[src/rtl/dbgt_pkg.sv]
package dbgt_pkg;
  typedef enum logic {
    ST_IDLE = 1'b0,
    ST_HOLD = 1'b1
  } hsState_e;

  typedef struct packed {
    logic capture;
    logic commitWr;
    logic loadRd;
  } ctrlStrb_t;
endpackage

[src/rtl/dbgt_ctrl.sv]
module dbgt_ctrl
  import dbgt_pkg::*;
(
  input  logic      clk,
  input  logic      rst,
  input  logic      req,
  input  logic      wr,
  output logic      ackOut,
  output ctrlStrb_t strb
);
  hsState_e state, stateNext;

  always_comb begin
    stateNext = state;
    strb = '0;
    case (state)
      ST_IDLE: if (req) begin
        stateNext = ST_HOLD;
        strb.capture = 1'b1;
        strb.commitWr = wr;
        strb.loadRd = !wr;
      end
      ST_HOLD: if (!req) stateNext = ST_IDLE;
      default: stateNext = ST_IDLE;
    endcase
  end

  always_ff @(posedge clk) begin
    if (rst) state <= ST_IDLE;
    else state <= stateNext;
  end

  assign ackOut = (state == ST_HOLD);

  // a request seen while ack is low yields ack on the next clock
  assert_ack_rise_R2: assert property (@(posedge clk) disable iff (rst)
    (!ackOut && req) |=> ackOut);
  // ack holds while req stays high
  assert_ack_hold_R3: assert property (@(posedge clk) disable iff (rst)
    (ackOut && req) |=> ackOut);
  // ack drops one clock after req is seen low
  assert_ack_drop_R4: assert property (@(posedge clk) disable iff (rst)
    (ackOut && !req) |=> !ackOut);
  // no capture strobe while the response is held
  assert_single_exec_R7: assert property (@(posedge clk) disable iff (rst)
    ackOut |-> !strb.capture);
endmodule

[src/rtl/dbgt_datapath.sv]
module dbgt_datapath
  import dbgt_pkg::*;
#(
  parameter int ADDR_W   = 8,
  parameter int DATA_W   = 64,
  parameter int NUM_REGS = 8
) (
  input  logic              clk,
  input  logic              rst,
  input  ctrlStrb_t         strb,
  input  logic              ackIn,
  input  logic [ADDR_W-1:0] addr,
  input  logic [DATA_W-1:0] wdata,
  output logic [DATA_W-1:0] rdata
);
  localparam int IDX_W = (NUM_REGS > 1) ? $clog2(NUM_REGS) : 1;

  logic [DATA_W-1:0] bank [NUM_REGS];
  logic [IDX_W-1:0]  regIdx;
  logic              addrHit;
  logic [DATA_W-1:0] selData;
  logic [DATA_W-1:0] rdHold;

  assign addrHit = ({{(32-ADDR_W){1'b0}}, addr} < 32'(NUM_REGS));
  assign regIdx  = addr[IDX_W-1:0];

  always_comb begin
    selData = '0;
    for (int k = 0; k < NUM_REGS; k++) begin
      if (addrHit && (32'(regIdx) == 32'(k))) selData = bank[k];
    end
  end

  for (genvar g = 0; g < NUM_REGS; g++) begin : gRegs
    logic wrHere;
    assign wrHere = strb.commitWr && addrHit && (32'(regIdx) == 32'(g));
    always_ff @(posedge clk) begin
      if (rst) bank[g] <= '0;
      else if (wrHere) bank[g] <= wdata;
    end
    // a register changes only on a capture edge of a write
    assert_reg_quiet_R7: assert property (@(posedge clk) disable iff (rst)
      !strb.commitWr |=> $stable(bank[g]));
  end

  always_ff @(posedge clk) begin
    if (rst) rdHold <= '0;
    else if (strb.loadRd) rdHold <= selData;
  end

  assign rdata = rdHold;

  // returned data is steady while ack is held
  assert_rdata_stable_R3: assert property (@(posedge clk) disable iff (rst)
    (ackIn && !strb.capture) |=> $stable(rdata));
  // out-of-range reads return zero
  assert_oob_zero_R6: assert property (@(posedge clk) disable iff (rst)
    (strb.loadRd && !addrHit) |=> (rdata == '0));
endmodule

[src/rtl/dbg_reg_target.sv]
module dbg_reg_target
  import dbgt_pkg::*;
#(
  parameter int ADDR_W   = 8,
  parameter int DATA_W   = 64,
  parameter int NUM_REGS = 8
) (
  input  logic              clk,
  input  logic              rst,
  input  logic              req,
  input  logic              wr,
  input  logic [ADDR_W-1:0] addr,
  input  logic [DATA_W-1:0] wdata,
  output logic              ack,
  output logic [DATA_W-1:0] rdata
);
  ctrlStrb_t strb;
  logic      ackInt;

  dbgt_ctrl uCtrl (
    .clk(clk), .rst(rst), .req(req), .wr(wr),
    .ackOut(ackInt), .strb(strb)
  );

  dbgt_datapath #(.ADDR_W(ADDR_W), .DATA_W(DATA_W), .NUM_REGS(NUM_REGS)) uDp (
    .clk(clk), .rst(rst), .strb(strb), .ackIn(ackInt),
    .addr(addr), .wdata(wdata), .rdata(rdata)
  );

  assign ack = ackInt;
endmodule

[config.mk]
export PLATFORM = sky130hd
export DESIGN_NAME = dbg_reg_target
export DESIGN_NICKNAME = d
export VERILOG_FILES = /design/src/rtl/dbgt_pkg.sv /design/src/rtl/dbgt_ctrl.sv /design/src/rtl/dbgt_datapath.sv /design/src/rtl/dbg_reg_target.sv
export SDC_FILE = /design/constraint.sdc
export NUM_CORES = 1
export LEC_CHECK = 0
export ABC_AREA = 1
export BUFFER_PORTS_ARGS = -buffer_cell sky130_fd_sc_hd__buf_2
export CORE_MARGIN = 8
export CORE_UTILIZATION = 35
export DETAILED_ROUTE_END_ITERATION = 16
export PLACE_DENSITY_LB_ADDON = 0.12
export SETUP_SLACK_MARGIN = 0.5
export SYNTH_ARGS = -nofsm -noshare
export SYNTH_HDL_FRONTEND = slang
export SYNTH_HIERARCHICAL = 1
export SYNTH_SLANG_ARGS = --single-unit
[constraint.sdc]
create_clock -name clk -period 22.9 [get_ports clk]
set_input_delay 4.58 -clock clk [delete_from_list [all_inputs] [get_ports clk]]
set_output_delay 4.58 -clock clk [all_outputs]
set_load 0.05 [all_outputs]
# --- Yosys cells after proc, flatten, opt, wreduce, memory -nomap -nowiden ---
# Memory sizes are Yosys's and may differ from the RTL's.
# Cells that the tools add are included.
totals:
  mem_bits_rw: 512
  ff_bits: 65
  rom_bits: 0
  latchBits: 0
  output_inout_bits: 65
  n_memories: 1
  input_bits: 76
memory_table:
  columns: ["memory", "words", "word_bits", "rd", "rd_ports_with_merged_regs", "wr", "line", "source"]
  rows:
  - ["uDp.bank", 8, 64, 8, 0, 8, "dbgt_datapath.sv:18", "logic [DATA_W-1:0] bank [NUM_REGS];"]
classes:
  mux: 45
  n_addsub: 0
  reduce_logical: 19
  n_shift: 0
  n_mul: 0
  magnitude_cmp: 1
  n_eq_ne: 7
  n_bitwise: 8
  n_div: 0
op_table:
  columns: ["op", "count"]
  rows:
  - ["two-way mux 64 bit", 16]
  - ["two-way mux 1 bit", 27]
  - ["logical AND 1 bit", 17]
  - ["equality test 3 bit (second input constant)", 4]
  - ["less-than comparator 8 x 4 -> 1 bit (second input constant)", 1]
  - ["OR 1 bit", 8]
  - ["equality test 3 x 2 -> 1 bit (second input constant)", 2]
  - ["two-way mux 2 bit", 2]
  - ["equality test 3 x 1 -> 1 bit (second input constant)", 1]
  - ["zero test 3 bit", 1]
  - ["zero test 1 bit", 1]

# --- Logic depth before layout (Yosys ltp) ---
logic_depth:
  ltp_word: 10
  mapped_depth: 13
  mapped_depth_nobuf: 11

# --- By module ---
# The synthesis kept the hierarchy.
by_module_without_submodules:
  columns: ["mod", "cells_each", "instances", "area_each_um2", "seq_area_each_um2"]
  rows:
  - ["dbgt_datapath", 2386, 1, 24313.3, 16656.0]
  - ["dbgt_ctrl", 9, 1, 52.6, 20.0]

# --- Worst setup path before layout ---
# OpenSTA, ideal clock, no wires.
synth_path:
  path_type: "input -> register"
  startpoint: "in wr"
  endpoint: "mem uDp.bank[2][0] (netlist: uDp/bank[0][128]), enable pin"
  path_buffers: 1
  required_ns: 22.326
  stages: 5
  setup_time_ns: 0.574
  path_slack_ns: 12.519
  arrival_time_ns: 9.806
  cell_sequence: "nand2_1 > nor2_1 > clkbuf_1 > inv_1 > o21ai_0"
synth_lines:
  columns: ["item", "line", "source"]
  rows:
  - ["from (decl)", "dbg_reg_target.sv:11", "input logic wr,"]
  - ["to (decl)", "dbgt_datapath.sv:18", null]

==> impl_results.md <==
* Tightest Pin Transition at 1270 ps
* Gr busiest metal: met2
* Num CTS Buffers at 66
* Worst Hold Depth at 2
* Synthesized instance count at around 2400
* Clk pin slew, worst setup/hold paths at roughly 50 ps
* HPWL after DPL at 38.8 mm
* Yosys warns at 6
* Status: complete, no violations
* Filler Cell Count at about 6800
* Core outline area at approximately 0.07 sq mm
* DR WL/cell at 20.8 um
* Initial antenna violation count at 0
* Setup Slack @ Placement at around 14000 ps
* R2R depth at 5
* Setup Fix Bufs, Post-CTS at 0
* Number of global-route vias before repair at approximately 18000
* Crit path max fanout at 64
* Die H at about 280 um
* Die width at ~280 um
* Worst path required time at between 20000 and 25000 ps
* Gr usage total at 18.2%
* CTS tree: done
* Design area at around 0.028 sq mm
* Power Total at around 2300 uW
* Worst Clk Skew at roughly 27 ps
* # hold bufs at CTS at 0
* Full die area at approximately 0.078 sq mm
* Post-DRT Antenna Nets at 0
* Ant. Diodes at 0
* Layout cells sized above 1 at between 10% and 20%
* Met3 Track Usage GR at 3.13%
* Pin count of the biggest net entering global routing at 100
* Gpl congestion at 0.736
* Clock sinks at between 500 and 600
* Via count at around 17000
* PD cells at around 80 mW/mm^2
* Initial drt markers at 1267
* Congestion Overflow GR at 0
* Final Non-Filler Cells at around 3500
* First drt pass iteration count at 5
* Bufs on Longest Clock Path at 3
* Unrepaired setup endpoints after global routing: no
* Post-cts gate resize count at 0
* Placed inst area at 0.0260 sq mm
* Starting Density at between 30% and 40%
* Worst Path Arrival at 8670 ps
* Syn-to-layout area delta at 15.1%
* First-pass GRT wire length at 109 mm
* Final WL at between 70 and 80 mm
* Fmax achieved at ~120 MHz
* Mean post-synth cell area at 10.2 sq um
* Final slew viol count at 0
* DRC at 0
* Startpoint types: input pin
* Row cnt at between 90 and 100
* Post-Route Setup TNS at 0 ps
* Nets at around 2600
* Met2 GRT Util at ~30%
* Skew-Pair Late Insertion Delay at roughly 600 ps
* Slew margin rel. at approximately 15%
* Cell area after synthesis at about 0.024 sq mm
* Root Buffer: clkbuf_16
* Cells after DPL at about 3400
* Post-route minimum period at 8290 ps
* Vias per std cell at just under 5
* # IOs at about 140
* Final period util at about 36%
* Leak Pwr at around 0.012 uW
* Grt met1 use at 25.1%
* Max_cap viols at 0
* CP Capture Type: register
* Syn nets at 2470
* Critical path class: in2reg
* Final setup fails at 0
* H-tree depth at 3
* Hold crit path type: reg2reg
* Final Hold Fails at 0
* Port-buffer cells at 140
* VDD IR max at approximately 0.000039 V
* Final Worst Setup Slack at roughly 15000 ps
critical path, cell delays in order:
cell and delay, ps:
buf_2 100, nor2_2 130, nand2_1 100, nor2_4 750, nand2_1 620, inv_2 140, buf_4 750, nand3_4 1080
nor2_1 360
path summary, 6_finish.rpt:
| check | startpoint | endpoint | slack [ps] |
|---|---|---|---|
| max reg2reg | uCtrl/ackOut$_SDFF_PP0_ | uDp/bank[0][51]$_SDFFCE_PN0P_ | 19830 |
| min reg2reg | uDp/rdata[49]$_SDFFE_PP0P_ | uDp/rdata[49]$_SDFFE_PP0P_ | 460 |
| max | addr[3] | uDp/bank[1][112]$_SDFFCE_PN0P_ | 14610 |
| min | uDp/rdata[49]$_SDFFE_PP0P_ | uDp/rdata[49]$_SDFFE_PP0P_ | 460 |
placed cells by master (no fill, tap or decap):
cell	n
a21oi_1	115
and2_1	1
buf_2	139
buf_4	28
bufinv_16	1
clkbuf_1	24
clkbuf_16	70
clkbuf_8	10
clkinv_1	4
clkinv_2	9
dfxtp_1	65
edfxtp_1	512
inv_1	191
inv_2	7
inv_4	1
inv_6	2
nand2_1	468
nand2_4	3
nand3_1	199
nand3_2	1
nand3_4	8
nand4_1	58
nor2_1	542
nor2_2	2
nor2_4	5
nor3_1	1
nor3_2	1
nor3_4	2
o21ai_0	58
o21ai_4	6
or2_2	6
stage by stage:
step / utilization [%] / hold WS [ps]
after floorplan: - / 517
after global placement: 37.8 / 450
after detailed placement: 37.8 / 453
after CTS: 40.8 / 462
after global routing: 40.8 / 480
final: 40.8 / 460
routing by layer:
layer	wire, um	share of wire (%)
met3	4040	5.6
met2	33800	47
met5	0	0
met4	986	1.4
met1	33400	46
state kept, by name, summed over array words and instances (netlist names):
signal / flops
uCtrl/ackOut: 1
uDp/bank: 512
uDp/rdata: 64
where the power goes:
group / switching (uW) / leakage [uW] / internal (uW)
Combinational: 69.6 / 0.00463 / 12.9
Clock: 420 / 0.00103 / 605
Sequential: 6.68 / 0.00602 / 1170
Total: 496 / 0.0117 / 1780
layout make-up:
class / count / area, sq um / area share (%)
Sequential cell: 577 / 16700 / 59.5
Inverter: 199 / 749 / 2.67
Clock buffer: 104 / 1980 / 7.06
Clock inverter: 16 / 108 / 0.384
Timing Repair Buffer: 167 / 906 / 3.23
Multi-Input combinational cell: 1476 / 6460 / 23.0
Tap cell: 931 / 1160 / 4.15
No activity file was read; power rests on OpenSTA's default activity.
